===== src/rtl/enc_window_match.sv =====
module enc_window_match #(
  parameter int NREG = 8,
  parameter int AW   = 32,
  parameter int GRAN = 3
) (
  input  logic                    clk,
  input  logic                    rst_n,
  input  logic                    cfg_we,
  input  logic                    cfg_dom,
  input  logic [$clog2(NREG)-1:0] cfg_reg,
  input  logic [2:0]              cfg_sel,
  input  logic [AW-1:0]           cfg_wdata,
  output logic                    cfg_err,
  input  logic [AW-1:0]           lk_addr,
  output logic                    hit,
  output logic [$clog2(NREG)-1:0] hit_idx,
  output logic                    encrypt
);
  localparam int IW = $clog2(NREG);
  localparam int GW = AW - GRAN;

  logic                     gvalid;
  logic [NREG-1:0][GW-1:0]  bot_q, top_q;
  logic [NREG-1:0]          en_q, lkb_q, lkt_q, lkc_q;
  logic [NREG-1:0][1:0]     wdis_q, dlk_q;

  logic          wr_blk, misal, accept;
  logic [GW-1:0] gaddr;
  logic [NREG-1:0] m;
  logic [IW-1:0] nidx;
  logic          unused_lo;

  assign wr_blk    = wdis_q[cfg_reg][cfg_dom];
  assign misal     = |cfg_wdata[GRAN-1:0];
  assign gaddr     = lk_addr[AW-1:GRAN];
  assign unused_lo = ^lk_addr[GRAN-1:0];

  always_comb begin
    case (cfg_sel)
      3'd0:    accept = !wr_blk && !lkb_q[cfg_reg] && !misal;
      3'd1:    accept = !wr_blk && !lkt_q[cfg_reg] && !misal;
      3'd2:    accept = !wr_blk && !lkc_q[cfg_reg];
      3'd3:    accept = !wr_blk;
      3'd4:    accept = !dlk_q[cfg_reg][cfg_dom];
      3'd5:    accept = 1'b1;
      default: accept = 1'b0;
    endcase
  end

  always_ff @(posedge clk or negedge rst_n) begin
    if (!rst_n) begin
      gvalid  <= 1'b0;
      bot_q   <= '0;
      top_q   <= '0;
      en_q    <= '0;
      lkb_q   <= '0;
      lkt_q   <= '0;
      lkc_q   <= '0;
      wdis_q  <= '0;
      dlk_q   <= '0;
      cfg_err <= 1'b0;
    end else begin
      cfg_err <= cfg_we && !accept;
      if (cfg_we && accept) begin
        case (cfg_sel)
          3'd0: bot_q[cfg_reg] <= cfg_wdata[AW-1:GRAN];
          3'd1: top_q[cfg_reg] <= cfg_wdata[AW-1:GRAN];
          3'd2: en_q[cfg_reg]  <= cfg_wdata[0];
          3'd3: begin
            lkb_q[cfg_reg] <= lkb_q[cfg_reg] | cfg_wdata[0];
            lkt_q[cfg_reg] <= lkt_q[cfg_reg] | cfg_wdata[1];
            lkc_q[cfg_reg] <= lkc_q[cfg_reg] | cfg_wdata[2];
          end
          3'd4: begin
            wdis_q[cfg_reg][cfg_dom] <= cfg_wdata[0];
            dlk_q[cfg_reg][cfg_dom]  <= cfg_wdata[1];
          end
          3'd5: gvalid <= cfg_wdata[0];
          default: ;
        endcase
      end
    end
  end

  for (genvar i = 0; i < NREG; i++) begin : g_win
    assign m[i] = gvalid && (top_q[i] > bot_q[i]) &&
                  (gaddr >= bot_q[i]) && (gaddr < top_q[i]);
  end

  always_comb begin
    nidx = '0;
    for (int i = NREG - 1; i >= 0; i--)
      if (m[i]) nidx = IW'(i);
  end

  always_ff @(posedge clk or negedge rst_n) begin
    if (!rst_n) begin
      hit     <= 1'b0;
      hit_idx <= '0;
      encrypt <= 1'b0;
    end else begin
      hit     <= |m;
      hit_idx <= nidx;
      encrypt <= (|m) && en_q[nidx];
    end
  end
endmodule


===== config.mk =====
export PLATFORM = sky130hd
export DESIGN_NAME = enc_window_match
export DESIGN_NICKNAME = d
export VERILOG_FILES = /design/src/rtl/enc_window_match.sv
export SDC_FILE = /design/constraint.sdc
export NUM_CORES = 2
export LEC_CHECK = 0
export BUFFER_PORTS_ARGS = -buffer_cell sky130_fd_sc_hd__buf_2
export CORE_MARGIN = 5
export CORE_UTILIZATION = 60
export CTS_CLUSTER_SIZE = 24
export DETAILED_ROUTE_END_ITERATION = 16
export PLACE_DENSITY = 0.77
export SYNTH_ARGS = -nofsm -noshare
export SYNTH_HDL_FRONTEND = slang
export SYNTH_SLANG_ARGS = --single-unit
export TNS_END_PERCENT = 50

===== constraint.sdc =====
create_clock -name clk -period 8.5 [get_ports clk]
set_input_delay 2.55 -clock clk [delete_from_list [all_inputs] [get_ports clk]]
set_output_delay 2.55 -clock clk [all_outputs]
set_load 0.02 [all_outputs]

==> run summary <==
relative max-transition margin: 16.5%
most frequent standard cell in the layout excluding fill and tap cells: ha_1
Post-Syn Instances: 3,765
number of synthesized flops with an enable pin: 0
predominant post-synthesis flop cell: dfrtp_1
max-cap check violation count: 0
ranking of synthesized cells by area: dfrtp_1 36%, ha_1 23%, mux2_2 8.9%
family of cells with the greatest summed delay on the critical path: simple AND/OR/NAND/NOR gates
First-pass DRT Iterations: 5
number of unique standard cell types used by synthesis: 71
skew final: 29.8 ps
DP Worst Slack: 1450 ps
number of vias after detailed routing: 28,600
vias in the first global route: 28,800
clock latency of the later-clocked register in the worst-skew pair: 650 ps
synthesized area per cell: 9.84 sq um
WL final: 102 mm
Yosys top cell by area: dfrtp_1
combined global-route utilization of all metal layers: 30.5%
shortest period the worst path allows: 6470 ps
number of rows created at floorplan: 91
via density per instance: 6.15
required time worst endpoint: 9030 ps
post-route total power: 6.91 mW
Avg WL per Cell: 22.0 microns
root buffer cell: clkbuf_16
half-perimeter wire length after detailed placement: 71.4 mm
pins over their slew limit: 0
Tightest Pin Transition: 1240 ps
count of nets after finishing: 4,579
Layout area overhead: 7.83%
CP Max Fanout: 34
number of remaining DRC errors: 0
cells resized by post-CTS repair: 0
number of buffers created by CTS: 59
vertical die dimension: 259 microns
min setup slack post-route: 2030 ps
number of warning messages in the yosys log: 0
number of setup buffers added after CTS: 0
Die X: 259 microns
global-route wire length before repair: 160 mm
number of endpoints with negative hold slack in the final report: 0
pin count of the biggest net entering global routing: 171
RSZ-0062 raised after global routing: no
nature of the critical path endpoint: flop
data arrival time of the worst path: 7000 ps
overall overflow remaining after global route: 0
clock tree buffer depth: 3
startpoint kind of the worst setup timing path: input pin
total negative setup slack: 0 ps
total core area: 61,500 sq um
part of the Yosys area used for sequential elements: 36.1%
Finish-stage setup viols: 0
FF+latch count, synth: 535
Port Buf Inserts: 76
power density over cell area: 173 nW/um^2
GP Congestion: 0.970
die footprint: 66,800 sq um
top-level port count: 80
iteration-0 DRC count of the detailed router: 2,279
Worst Hold Class: flop to flop
number of buffer and inverter instances along the worst setup path: 2
initial core utilization: 60.3%
clock tree from TritonCTS: done
number of hold buffers added after cts: 0
Max VDD drop: 160 uV
Worst path max stage delay: 850 ps
proportion of netlist area held by the largest area contributor: 36.1%
fraction of final layout cells sized beyond drive strength 1: 13.7%
share of total power in combinational logic: 19.6%
commonest cells after routing, fill and taps aside: 688 x ha_1, 535 x dfrtp_1, 468 x inv_1
Clock power frac: 38.8%
CTS H-tree lvls: 2
Power Internal: 4.87 mW
status: finished clean
NetSw: 2.04 mW
achievable clock frequency: 0.155 GHz
clock-pin slew reported for the worst setup and hold paths after clock tree synthesis: 60 ps
clock tree sinks: 535
critical-path cell with the highest stage delay: or4_1
static leakage: 20.7 nW
period utilization: 76.1%
proportion of power drawn by flip-flops and latches: 41.5%
area of the mapped netlist: 37,100 sq um
antenna violations before repair: 0
synthesized netlist net count: 4,527
ant diodes: 0
async set-reset flop share out of synthesis: 100%
Switching Fraction: 29.5%
number of nets with antenna violations after routing: 0
cells along the critical path: buf_2 -> mux2_2 -> mux4_2 -> o21ai_1 -> a21oi_1 -> a2111oi_2 -> o21ai_2 -> or4_1 -> nor2_4 -> buf_4 -> nand2_1 -> o21ai_0
kind of critical path: input pin to flop
==> power by group through the flow <==
stage	Clock, mW	Combinational [mW]	Sequential [mW]
2_1_floorplan	0	0.894	2.88
3_3_place_gp	0	1.27	2.90
3_5_place_dp	0	1.33	2.91
4_1_cts	2.71	1.35	2.87
5_1_grt	2.82	1.55	2.89
6_report	2.68	1.36	2.87
==> final timing paths <==
kind,cells past startpoint,end,from,slack [ps]
worst max-delay path,12,bot_q[133]$_DFFE_PN0P_,cfg_reg[2],2030
worst min-delay path,1,dlk_q[6]$_DFFE_PN0P_,dlk_q[6]$_DFFE_PN0P_,460
worst max register to register,12,encrypt$_DFF_PN0_,top_q[143]$_DFFE_PN0P_,4130
worst min register to register,1,dlk_q[6]$_DFFE_PN0P_,dlk_q[6]$_DFFE_PN0P_,460
max in group asynchronous,2,top_q[220]$_DFFE_PN0P_,rst_n,5330
min in group asynchronous,1,bot_q[34]$_DFFE_PN0P_,rst_n,1820
==> state kept, by name (all words and copies together), names as in the netlist <==
signal   cells
bot_q      232
dlk_q       16
cfg_err      1
encrypt      1
lkt_q        8
lkc_q        8
wdis_q      16
lkb_q        8
hit          1
gvalid       1
top_q      232
en_q         8
hit_idx      3
==> synthesized netlist by cell type (all sizes together), types with 4 or more instances <==
cell     instances
nand3           76
dfrtp          535
nand2          362
nor3b            8
o41ai            5
a22oi            4
mux2i            9
or2              5
or3              5
nor3            15
o211ai          21
buf             87
o2111ai         10
a311oi           7
o41a             4
o21bai          12
and2            10
a21oi          213
o221ai           6
clkbuf          34
nor2           122
nor4            22
nand2b          19
nand4          103
a211o            7
a21o           101
o21a            12
a2111o           4
a221oi          11
a2111oi         10
inv            468
a221o            9
o21ai          315
mux2           295
mux4             4
ha             688
and3            17
nor2b           22
or4              4
and4            10
a21boi           8
a211oi          45
a31oi            7
==> per-layer routing <==
layer	global-route usage [%]	part of all wire, %	vias to the layer above
met2	50.3	47	899
met1	39.4	41	14000
li1	-	-	13500
met3	4.84	6.5	270
met4	14.8	5.7	0
met5	0	0	-
==> cell type report <==
type	instances	area [sq um]
clock buffer	83	1690
clock inverter	25	322
fill	4894	21500
inverter	469	1760
multi-input combinational	2640	21100
sequential	535	13400
tap	790	988
timing repair buffer	112	698
==> stage by stage <==
| step | cells | area [sq um] | hold WS (ps) | utilization [%] |
|---|---|---|---|---|
| after detailed placement | 4546 | 38000 | 445 | 61.7 |
| final | 4654 | 40000 | 459 | 65.0 |
| after global routing | 4654 | 40000 | 479 | 65.0 |
| after global placement | 4546 | 38000 | 436 | 61.7 |
| after CTS | 4654 | 40000 | 461 | 65.0 |
| after floorplan | 3765 | 37100 | 422 | - |
==> logic make-up (layout without fill, tap and decap cells) <==
family	Yosys count	in the layout	synth area share, %
buf+inv	590	689	6.89
compound gates	832	832	13.8
simple gates	812	812	10.5
flops	535	535	36.1
mux	308	308	9.45
fa+ha+maj	688	688	23.2
(Power assumes the default switching activity.)
